==> src/rtl/sdc_pkg.sv <==
package sdc_pkg;
  typedef enum logic [2:0] {
    S_IDLE,
    S_ACT,
    S_CAS,
    S_LAT,
    S_BURST,
    S_REF
  } sdc_state_t;
endpackage

==> src/rtl/sdc_addr_split.sv <==
module sdc_addr_split #(
  parameter int ROW_W = 12,
  parameter int COL_W = 9,
  parameter int MA_W  = 12
) (
  input  logic [ROW_W+COL_W-1:0] addr,
  output logic [MA_W-1:0]        row_f,
  output logic [MA_W-1:0]        col_f
);
  // Row is the high-order field, column the low-order field; both padded to pin width.
  always_comb begin
    row_f = '0;
    col_f = '0;
    row_f[ROW_W-1:0] = addr[ROW_W+COL_W-1:COL_W];
    col_f[COL_W-1:0] = addr[COL_W-1:0];
  end
endmodule

==> src/rtl/sdc_ref_timer.sv <==
module sdc_ref_timer #(
  parameter int REF_INT   = 512,
  parameter int REF_EARLY = 128,
  parameter int ROW_W     = 12
) (
  input  logic             clk,
  input  logic             rst,
  input  logic             grant,
  output logic             pend,
  output logic             urgent,
  output logic [ROW_W-1:0] row
);
  localparam int TW = $clog2(REF_INT + 1);

  logic [TW-1:0] tick_q;

  always_ff @(posedge clk) begin
    if (rst) begin
      tick_q <= '0;
      row    <= '0;
    end else if (grant) begin
      tick_q <= '0;
      row    <= row + 1'b1;
    end else if (tick_q != TW'(REF_INT)) begin
      tick_q <= tick_q + 1'b1;
    end
  end

  assign pend   = (tick_q >= TW'(REF_INT - REF_EARLY));
  assign urgent = (tick_q == TW'(REF_INT));
endmodule

==> src/rtl/sdc_ctrl.sv <==
module sdc_ctrl
  import sdc_pkg::*;
#(
  parameter int ROW_W     = 12,
  parameter int COL_W     = 9,
  parameter int ACT_DLY   = 2,
  parameter int CAS_LAT   = 3,
  parameter int BURST     = 4,
  parameter int REF_CYC   = 4,
  parameter int REF_INT   = 512,
  parameter int REF_EARLY = 128,
  localparam int ADDR_W   = ROW_W + COL_W,
  localparam int MA_W     = (ROW_W > COL_W) ? ROW_W : COL_W
) (
  input  logic              clk,
  input  logic              rst,
  input  logic              req,
  input  logic              req_we,
  input  logic [ADDR_W-1:0] req_addr,
  output logic              ready,
  output logic              rd_valid,
  output logic              mem_cs,
  output logic              mem_ras,
  output logic              mem_cas,
  output logic              mem_rw,
  output logic [MA_W-1:0]   mem_addr
);
  localparam int CW = $clog2(ACT_DLY + CAS_LAT + BURST + REF_CYC + 1);

  logic [MA_W-1:0]  row_f, col_f, col_q, ref_addr;
  logic [ROW_W-1:0] ref_row;
  logic             ref_pend, ref_urgent, ref_go, accept, we_q;
  sdc_state_t       state_q;
  logic [CW-1:0]    cnt_q;

  sdc_addr_split #(.ROW_W(ROW_W), .COL_W(COL_W), .MA_W(MA_W)) u_split (
    .addr  (req_addr),
    .row_f (row_f),
    .col_f (col_f)
  );

  sdc_ref_timer #(.REF_INT(REF_INT), .REF_EARLY(REF_EARLY), .ROW_W(ROW_W)) u_ref (
    .clk    (clk),
    .rst    (rst),
    .grant  (ref_go),
    .pend   (ref_pend),
    .urgent (ref_urgent),
    .row    (ref_row)
  );

  always_comb begin
    ref_addr = '0;
    ref_addr[ROW_W-1:0] = ref_row;
  end

  // Refresh waits for a gap in requests unless its deadline has arrived.
  assign ready  = (state_q == S_IDLE) && !ref_urgent;
  assign ref_go = (state_q == S_IDLE) && ref_pend && (ref_urgent || !req);
  assign accept = ready && req && !ref_go;

  always_ff @(posedge clk) begin
    if (rst) begin
      state_q  <= S_IDLE;
      cnt_q    <= '0;
      we_q     <= 1'b0;
      col_q    <= '0;
      mem_cs   <= 1'b0;
      mem_ras  <= 1'b0;
      mem_cas  <= 1'b0;
      mem_rw   <= 1'b1;
      mem_addr <= '0;
      rd_valid <= 1'b0;
    end else begin
      mem_cs  <= 1'b0;
      mem_ras <= 1'b0;
      mem_cas <= 1'b0;
      mem_rw  <= 1'b1;
      unique case (state_q)
        S_IDLE: begin
          if (ref_go) begin
            state_q  <= S_REF;
            mem_cs   <= 1'b1;
            mem_ras  <= 1'b1;
            mem_addr <= ref_addr;
            cnt_q    <= CW'(REF_CYC - 1);
          end else if (accept) begin
            state_q  <= S_ACT;
            mem_cs   <= 1'b1;
            mem_ras  <= 1'b1;
            mem_addr <= row_f;
            we_q     <= req_we;
            col_q    <= col_f;
            cnt_q    <= CW'(ACT_DLY - 1);
          end
        end
        S_ACT: begin
          if (cnt_q == '0) begin
            state_q  <= S_CAS;
            mem_cs   <= 1'b1;
            mem_cas  <= 1'b1;
            mem_rw   <= ~we_q;
            mem_addr <= col_q;
          end else begin
            cnt_q <= cnt_q - 1'b1;
          end
        end
        S_CAS: begin
          if (we_q) begin
            state_q <= S_IDLE;
          end else begin
            state_q <= S_LAT;
            cnt_q   <= CW'(CAS_LAT - 2);
          end
        end
        S_LAT: begin
          if (cnt_q == '0) begin
            state_q  <= S_BURST;
            rd_valid <= 1'b1;
            cnt_q    <= CW'(BURST - 1);
          end else begin
            cnt_q <= cnt_q - 1'b1;
          end
        end
        S_BURST: begin
          if (cnt_q == '0) begin
            state_q  <= S_IDLE;
            rd_valid <= 1'b0;
          end else begin
            cnt_q <= cnt_q - 1'b1;
          end
        end
        S_REF: begin
          if (cnt_q == '0) state_q <= S_IDLE;
          else             cnt_q   <= cnt_q - 1'b1;
        end
        default: state_q <= S_IDLE;
      endcase
    end
  end
endmodule

==> config.mk <==
export PLATFORM = sky130hd
export DESIGN_NAME = sdc_ctrl
export DESIGN_NICKNAME = d
export VERILOG_FILES = /design/src/rtl/sdc_pkg.sv /design/src/rtl/sdc_addr_split.sv /design/src/rtl/sdc_ref_timer.sv /design/src/rtl/sdc_ctrl.sv
export SDC_FILE = /design/constraint.sdc
export NUM_CORES = 1
export LEC_CHECK = 0
export CAP_MARGIN = 10
export CORE_ASPECT_RATIO = 1.2
export CORE_MARGIN = 4
export CORE_UTILIZATION = 35
export CTS_CLUSTER_DIAMETER = 40
export DETAILED_ROUTE_END_ITERATION = 8
export SYNTH_ARGS = -nofsm -noshare
export SYNTH_HDL_FRONTEND = slang
export SYNTH_SLANG_ARGS = --single-unit
==> constraint.sdc <==
create_clock -name clk -period 2.1 [get_ports clk]
set_input_delay 0.315 -clock clk [delete_from_list [all_inputs] [get_ports clk]]
set_output_delay 0.315 -clock clk [all_outputs]
set_load 0.01 [all_outputs]
# Word level (Yosys, flattened, before mapping)
# Cells that the tools add are included.
[classes]
add_sub_neg = 3
magnitude_cmp = 1
n_eq_ne = 14
mux = 24
bitwise_logic = 5
n_reduce_logical = 25
[ops]
columns = ["op", "count"]
rows = [
  ["$mux W12", 3],
  ["$pmux W12 S2", 1],
  ["$mux W4", 5],
  ["$pmux W4 S4", 1],
  ["$mux W3", 5],
  ["$pmux W3 S5", 1],
  ["$add A12 B1 Y12 const B", 1],
  ["$add A10 B1 Y10 const B", 1],
  ["$eq A10 B10 Y1 const B", 1],
  ["$ge A10 B9 Y1 const B", 1],
  ["$ne A10 B10 Y1 const B", 1],
  ["$ne A2 B2 Y1 const B", 5],
  ["$reduce_and A3 Y1", 3],
  ["$reduce_and A4 Y1", 2],
  ["$reduce_or A2 Y1", 4],
  ["$eq A3 B2 Y1 const B", 2],
  ["$eq A3 B3 Y1 const B", 2],
  ["$reduce_or A3 Y1", 2],
  ["$logic_and A1 B1 Y1", 5],
  ["$mux W1", 5],
  ["$not A1 Y1", 5],
  ["$logic_not A4 Y1", 1],
  ["$pmux W1 S2", 2],
  ["$reduce_bool A2 Y1", 2],
  ["other kinds (9)", 11],
]
[totals]
register_bits = 56
inputBits = 25
out_inout_bits = 18
elab_cells = 84

# Depth between registers and ports, before layout
# Gate-level depths: netlist of the first run.
[logic_depth]
word_depth = 8
depth_mapped = 8
mapped_depth_nobuf = 7

# Hierarchy
# A second synthesis of the first run with hierarchy kept.
[unflattened]
hier_cells = 357
hier_area_um2 = 3085.5
[by_module_without_submodules]
columns = ["module", "n_inst", "cells_each", "area_each_um2"]
rows = [
  ["sdc_ctrl", 1, 215, 1873.0],
  ["sdc_ref_timer", 1, 117, 1028.5],
  ["sdc_addr_split", 1, 25, 183.9],
]

# Worst setup path after synthesis of the first run
# No wires, ideal clock.
[synth_path]
path_kind = "register -> register"
from = "register u_ref.tick_q[4]"
to = "register col_q[1]"
setup_time_ps = 128
t_arrival_ps = 1635
path_slack_ps = 338
path_stages_with_launch = 7
period_less_slack_ps = 1762
cell_sequence = "dfxtp_1 -> or4_4 -> nor3_4 -> nand3b_1 -> buf_6 -> mux2i_1 -> nor2_1"
[synth_via]
elab_chain_cells = 6
elab_cells_between_ends = 12
classes_between = "order compare (1); eq/ne (1); bitwise (1); reduce/logical (9)"
[synth_lines]
columns = ["item", "line", "rtl"]
rows = [
  ["start: declaration", "sdc_ref_timer.sv:15", "logic [TW-1:0] tick_q;"],
  ["start signal: assignment", "sdc_ref_timer.sv:25", "tick_q <= tick_q + 1'b1;"],
  ["$ge A10 B9 Y1 or $eq A10 B10 Y1 (tied branches)", "sdc_ref_timer.sv:29, sdc_ref_timer.sv:30", ""],
  ["$logic_and A1 B1 Y1, or another cell as far along", "sdc_ctrl.sv:58", "assign ref_go = (state_q == S_IDLE) && ref_pend && (ref_urgent || !req);"],
  ["$logic_and A1 B1 Y1 (on tied branches)", "sdc_ctrl.sv:58, sdc_ctrl.sv:57", ""],
  ["$logic_not A1 Y1 or $logic_and A1 B1 Y1 (tied branches)", "sdc_ctrl.sv:59", "assign accept = ready && req && !ref_go;"],
  ["$logic_and A1 B1 Y1", "sdc_ctrl.sv:59", ""],
  ["$reduce_and A3 Y1 (no source line) (*)", "n/a", ""],
  ["end signal: assignment", "sdc_ctrl.sv:92", "col_q <= col_f;"],
  ["end: declaration", "sdc_ctrl.sv:30", "logic [MA_W-1:0] row_f, col_f, col_q, ref_addr;"],
]
# Every way passes the cells marked *; elsewhere a longest branch is shown, timed or not.
# A chain may end at the register's enable or synchronous reset.

# Worst setup path in the final report of the first run
[layout_path]
from = "register u_ref.tick_q[5]"
to = "output port ready"
[layout_via]
elab_chain_cells = 3
[layout_lines]
columns = ["item", "line", "rtl"]
rows = [
  ["$eq A10 B10 Y1", "sdc_ref_timer.sv:30", "assign urgent = (tick_q == TW'(REF_INT));"],
  ["$logic_not A1 Y1", "sdc_ctrl.sv:57", "assign ready = (state_q == S_IDLE) && !ref_urgent;"],
  ["$logic_and A1 B1 Y1", "sdc_ctrl.sv:57", ""],
  ["end: declaration", "sdc_ctrl.sv:20", "output logic ready,"],
]
# Every way passes these cells.

==> results_dict.tcl, run 1 <==
set metrics [dict create \
    status "complete, no violations" \
    r2r_setup_slack_ns 0.22 \
    synth-edff-count 0 \
    crit_path_cell_trace "or4_4, nor3_4, nor2_1, clkdlybuf4s15_1" \
    yosysWarnings 0 \
    p_per_area_nw_per_um2 749.2 \
    cp.arrival_ns 1.69 \
    critPathBufInv 1 \
    fp.dieW_um 87.51 \
    coreArea_um2 7317 \
    slew_violations 0 \
    die_y_um 103.4 \
    root_buffer "clkbuf_8" \
    rsz0062_at_grt "false" \
    netlist_area_um2 2655 \
    crit_type "register to output pin" \
    synthTopCellsByArea "dfxtp_1 42%, nor2_1 6.8%, mux2i_1 5.7%" \
    syn_avg_cell_area_um2 8.821 \
    ant_nets 0 \
    routabilityCongestion 0.7758 \
    synth_top_area_share_pct 42.22 \
    cp-end-kind "output pin" \
    clk_path_buf_depth 2 \
    worst_pin_slew_ns 0.3254 \
    drt-total-wl_um 5976 \
    synthMuxAreaShare_pct 5.655 \
    yosysUniqueCellTypes 48 \
    yosysMostFrequentCell "dfxtp_1" \
    setup_ws_ns 0.09042 \
    floorplan.rows 34 \
    ys.flop_type "dfxtp_1" \
    dp_hpwl_um 4414 \
    leakagePower_uw 0.001404 \
    synthAdderAreaFrac_pct 2.356 \
    cts_buffers 5 \
    synth_nets 331 \
    dp_slack_ns 0.03210 \
    cts_tree "built" \
    synth_simple_gate_area_share_pct 25.40 \
    viasPerCell 5.004 \
    synthTopCellsByCount "56 x dfxtp_1, 48 x nor2_1, 19 x nand2_1" \
    track_usage_pct 13.84 \
    skew_ns 0.004922 \
    start_kind "register" \
    tns_ns 0 \
    synth_top_family_by_area "simple AND/OR/NAND/NOR gates" \
    ys_seq_area_share_pct 42.22 \
    max_freq_mhz 497.6 \
    required_ns 1.78 \
    crit_slowest_cell "or4_4" \
    yosysTopAreaCell "dfxtp_1" \
    setup_violations 0 \
    grt_max_degree 20 \
    htreeDepth 2 \
    synthXorXnorAreaFrac_pct 6.598 \
    grt_pass1_vias 2167 \
    hold_viol_final 0 \
    avgRoutedWirePerCell_um 13.34 \
    pin_count 43 \
    fin_nets 387 \
    fillers 726 \
    firstDrtPassIters 4 \
    vias 2242 \
    ir_worst_vdd_mv 0.4451 \
    multi_input_area_um2 1433 \
    dieArea_um2 9049 \
    diodes 0 \
    cpPeakStageDelay_ns 0.55 \
    clock-sinks 56 \
    finalCriticalPeriod_ns 2.010 \
    drive_above_1_share_pct 13.69 \
    area_growth_pct 27.80 \
    maxSlewHeadroom_pct 78.14 \
    cts_hold_buf 0 \
    cp_max_fo 3 \
    regArea_um2 1125 \
    synthArstFlopShare_pct 0 \
    fin_crit_sh_pct 95.69 \
    min_path_type "register to register" \
    antenna_found_initial 0 \
    gr-total-overflow 0 \
    syn_inst 301 \
    total_power_uw 2542 \
    clk_pin_slew_ns 0.10 \
    drtIter0Drc 90 \
    drcViolationCount 0 \
    initial_core_util_pct 36.29 \
    port_buffers 42 \
    ys_ff_latch 56 \
    grt_pass1_wl_um 10090 \
    cap_violations 0 \
    critical-path-top-delay-family "simple AND/OR/NAND/NOR gates" \
    worstSkewPairLatency_ns 0.31 \
    synth-compound-area-share_pct 13.95 \
]
layout make-up:
cell class	count	share of cell area (%)
inverters	6	0.6637
multi-input cells	224	42.22
clock inverters	3	0.6268
clock buffers	5	2.028
flip-flops and latches	56	33.15
well taps	90	3.319
repair buffers	64	17.99
logic make-up after synthesis:
family | after synthesis
XOR/XNOR | 20
buffers and inverters | 21
adder cells (fa/ha/maj) | 5
AO/OA/AOI/OAI | 52
multiplexers | 15
flip-flops | 56
AND/OR/NAND/NOR | 132
path summary, 6_finish.rpt:
kind | from | to | cells past startpoint
hold reg to reg | mem_addr[11]$_SDFFE_PP0P_ | mem_addr[11]$_SDFFE_PP0P_ | 2
setup / recovery | u_ref.tick_q[5]$_SDFFE_PP0P_ | ready | 4
hold / removal | mem_addr[11]$_SDFFE_PP0P_ | mem_addr[11]$_SDFFE_PP0P_ | 2
setup reg to reg | cnt_q[0]$_SDFFE_PP0P_ | mem_addr[7]$_SDFFE_PP0P_ | 7
worst reg2reg max path: cells and delay by family, from the launching register on:
family          cells  cell delay, ns
fa+ha+maj           1            0.16
buf+inv             1            0.09
compound gates      3            0.65
simple gates        2            0.56
flops               1            0.35
cells in the final DEF (no fill, tap or decap), types with 6 or more instances in the layout:
master / synthesis / final
inv_1: 6 / 6
nand4_1: 8 / 8
and3_1: 9 / 9
o21ai_0: 18 / 18
nor2_1: 48 / 48
xor2_1: 16 / 16
a21oi_1: 8 / 8
mux2i_1: 15 / 15
nand2_1: 19 / 19
nand3_1: 9 / 9
buf_4: 0 / 20
clkdlybuf4s50_1: 0 / 41
nor3_1: 15 / 15
dfxtp_1: 56 / 53
o31ai_2: 7 / 7
repair_timing:
| item | CTS | global route |
|---|---|---|
| resized for setup | 1 | 4 |
| pin swaps | 1 | 2 |
| buffers inserted | 0 | 3 |
| endpoints found under the setup margin | 1 | 1 |
routing by layer:
metal / part of all wire (%) / vias up / global-route usage, %
met5: 0 / - / 0
met4: 1.1 / 0 / 5.077
met3: 3.5 / 4 / 2.615
met2: 48 / 39 / 22.97
met1: 47 / 1041 / 17.88
li1: - / 1158 / -
registers in the layout, summed over array words and instances (netlist names):
name,count
state_q,3
u_ref.row,12
u_ref.tick_q,10
rd_valid,1
cnt_q,4
mem_ras,1
mem_addr,12
mem_cas,1
mem_rw,1
col_q,9
we_q,1
mem_cs,1
through the flow:
| stage | std cells | utilization (%) | hold slack (ns) | cell area, µm² |
|---|---|---|---|---|
| finish | 448 | 46.37 | 0.4598 | 3393 |
| CTS | 445 | 46.00 | 0.4691 | 3366 |
| global placement | 437 | 44.78 | 0.4400 | 3277 |
| detailed placement | 437 | 44.78 | 0.4440 | 3277 |
| global route | 448 | 46.37 | 0.5046 | 3393 |
| floorplan | 301 | - | 0.3966 | 2655 |
power breakdown:
part           total (µW)  switching, µW  internal, µW
clock network         610            372           238
registers            1220           58.4          1160
logic                 716            348           368
total                2540            779          1760
Power figures use the tool's default switching activity.
==> run 2, diff against run 1 <==
--- a/config.mk
+++ b/config.mk
@@ -5,6 +5,7 @@
 export SDC_FILE = /design/constraint.sdc
 export NUM_CORES = 1
 export LEC_CHECK = 0
+export ABC_CLOCK_PERIOD_IN_PS = 2100
 export CAP_MARGIN = 10
 export CORE_ASPECT_RATIO = 1.2
 export CORE_MARGIN = 4
==> results of run 2 <==
Same layout as run 1: the final DEF is identical, and so are final timing and power.
==> run 3, diff against run 2 <==
--- a/config.mk
+++ b/config.mk
@@ -5,13 +5,14 @@
 export SDC_FILE = /design/constraint.sdc
 export NUM_CORES = 1
 export LEC_CHECK = 0
-export ABC_CLOCK_PERIOD_IN_PS = 2100
+export ABC_CLOCK_PERIOD_IN_PS = 1800
 export CAP_MARGIN = 10
 export CORE_ASPECT_RATIO = 1.2
 export CORE_MARGIN = 4
 export CORE_UTILIZATION = 35
 export CTS_CLUSTER_DIAMETER = 40
 export DETAILED_ROUTE_END_ITERATION = 8
+export REMOVE_ABC_BUFFERS = 1
 export SYNTH_ARGS = -nofsm -noshare
 export SYNTH_HDL_FRONTEND = slang
 export SYNTH_SLANG_ARGS = --single-unit
==> constraint.sdc (replaced) <==
create_clock -name clk -period 1.8 [get_ports clk]
set_input_delay 0.27 -clock clk [delete_from_list [all_inputs] [get_ports clk]]
set_output_delay 0.27 -clock clk [all_outputs]
set_load 0.01 [all_outputs]
==> run 3 against run 2 <==
The run now ends with negative setup slack left; final area is 4.6% higher; cell count increased by 2.7%; via count increased by 4.8%; critical path depth stayed put; power is 20% higher; register-to-register slack got worse by 0.24 ns; worst hold slack worse by 0.0012 ns; first-iteration DRC count fell by 19%; largest cell class unchanged.
==> results_dict.tcl, run 3 (synthesized netlist as in run 1, its figures left out) <==
set metrics [dict create \
    htreeDepth 2 \
    firstDrtPassIters 4 \
    cp-end-kind "output pin" \
    pin_count 43 \
    gr-total-overflow 0 \
    vias 2349 \
    regArea_um2 1126 \
    dp_hpwl_um 4546 \
    avgRoutedWirePerCell_um 13.53 \
    max_freq_mhz 544.3 \
    top_layer "met4" \
    p_per_area_nw_per_um2 862.6 \
    crit_type "register to output pin" \
    ir_worst_vdd_mv 0.5353 \
    largestRegisters "mem_addr (12), u_ref.row (12), u_ref.tick_q (10)" \
    required_ns 1.53 \
    floorplan.rows 34 \
    drt-met1-wl_um 2698 \
    fp.dieW_um 87.51 \
    grt_pass1_wl_um 10330 \
    start_kind "register" \
    status "finished with violations" \
    cp.arrival_ns 1.57 \
    cts_hold_buf 0 \
    grt_pass1_vias 2257 \
    initial_core_util_pct 36.29 \
    antenna_found_initial 0 \
    coreArea_um2 7317 \
    hold_viol_final 0 \
    root_buffer "clkbuf_8" \
    violations "negative setup slack" \
    clk_path_buf_depth 2 \
    fin_crit_sh_pct 102.1 \
    drcViolationCount 0 \
    drive_above_1_share_pct 18.65 \
    worstSkewPairLatency_ns 0.31 \
    setup_violations 11 \
    final_cell_mix "52 x dfxtp_1, 47 x nor2_1, 41 x clkdlybuf4s50_1, 28 x buf_4, 19 x nand2_1" \
    total_power_uw 3062 \
    cp_max_fo 2 \
    viasPerCell 5.107 \
    diodes 0 \
    port_buffers 42 \
    utilization_pct 48.51 \
    cap_violations 0 \
    detailroute.wirelength.met3_um 185 \
    fin_nets 399 \
    drtIter0Drc 73 \
    area_growth_pct 33.69 \
    rsz0062_at_grt "true" \
    dieArea_um2 9049 \
    placed_area_um2 3392 \
    skew_ns 0.006719 \
    met2_length_um 3266 \
    fillers 737 \
    setup_ws_ns -0.03710 \
    die_y_um 103.4 \
    clock-sinks 56 \
    finalCriticalPeriod_ns 1.837 \
    clk_pin_slew_ns 0.10 \
    cts_tree "built" \
    post-route-cell-area_um2 3550 \
    worst_pin_slew_ns 0.4010 \
    slew_violations 0 \
    drt-total-wl_um 6226 \
    leakagePower_uw 0.001481 \
    maxSlewHeadroom_pct 73.27 \
    grt_max_degree 32 \
    layout_commonest_cell "dfxtp_1" \
    track_usage_pct 14.36 \
    ant_nets 0 \
    multi_input_area_um2 1475 \
    cts_buffers 5 \
    routabilityCongestion 0.7850 \
    min_path_type "register to register" \
]
==> run 3: cell count changes in the layout (fill, tap and decap cells not counted), moves of 2 or more <==
cell,previous run,this run
buf_12,2,4
o21ai_1,3,6
buf_4,20,28
o21ai_0,18,15
nor2_4,0,2
and2_4,0,2
==> run 3: critical path, stage by stage (launching register included) <==
cell and delay (ns):
dfxtp_1 0.32, or4_4 0.56, nor3_4 0.15, nor2_1 0.08, buf_2 0.14
==> run 3: timing repair <==
item	4_1_cts	5_1_grt
resized for setup	12	10
pin swaps	3	1
setup buffers	1	1
gates cloned	0	1
setup endpoints to repair	15	45
==> run 3: layer usage <==
layer / vias to the layer above / global-route usage, %
met1: 1125 / 16.63
met5: - / 0
met3: 6 / 2.853
met2: 33 / 26.16
li1: 1185 / -
met4: 0 / 4.959
==> run 3: path summary, 6_finish.rpt <==
kind                                     start                     to  slack (ns)  cells after the start
hold reg to reg          cnt_q[0]$_SDFFE_PP0P_  cnt_q[0]$_SDFFE_PP0P_        0.46                      1
setup / recovery  u_ref.tick_q[6]$_SDFFE_PP0P_                  ready       -0.04                      4
setup reg to reg  u_ref.tick_q[6]$_SDFFE_PP0P_      we_q$_SDFFE_PP0P_       -0.02                      7
hold / removal           cnt_q[0]$_SDFFE_PP0P_  cnt_q[0]$_SDFFE_PP0P_        0.46                      1
==> run 3: cell type report <==
class                           count  share of cell area [%]
Clock inverter                      3                  0.7755
Inverter                            6                  0.6345
Tap cell                           90                   3.172
Clock buffer                        5                   1.939
Multi-Input combinational cell    225                   41.56
Timing Repair Buffer               75                   20.20
Sequential cell                    56                   31.72
==> run 3: per-stage QoR <==
| step | std cells | setup TNS, ns | worst slack, ns | hold WS [ns] |
|---|---|---|---|---|
| after floorplan | 286 | -9.218 | -0.3331 | 0.3391 |
| after CTS | 458 | -0.09044 | -0.03330 | 0.4512 |
| after global routing | 460 | -2.724 | -0.1228 | 0.4699 |
| after detailed placement | 449 | -2.997 | -0.3025 | 0.4425 |
| after global placement | 449 | -2.328 | -0.2574 | 0.4338 |
| final | 460 | -0.1447 | -0.03710 | 0.4586 |
==> run 3: report_power, final <==
part           leakage [µW]  switching [µW]  internal, µW
clock network     0.0000463             444           287
registers          0.000458            64.4          1350
logic              0.000976             442           471
total               0.00148             951          2110
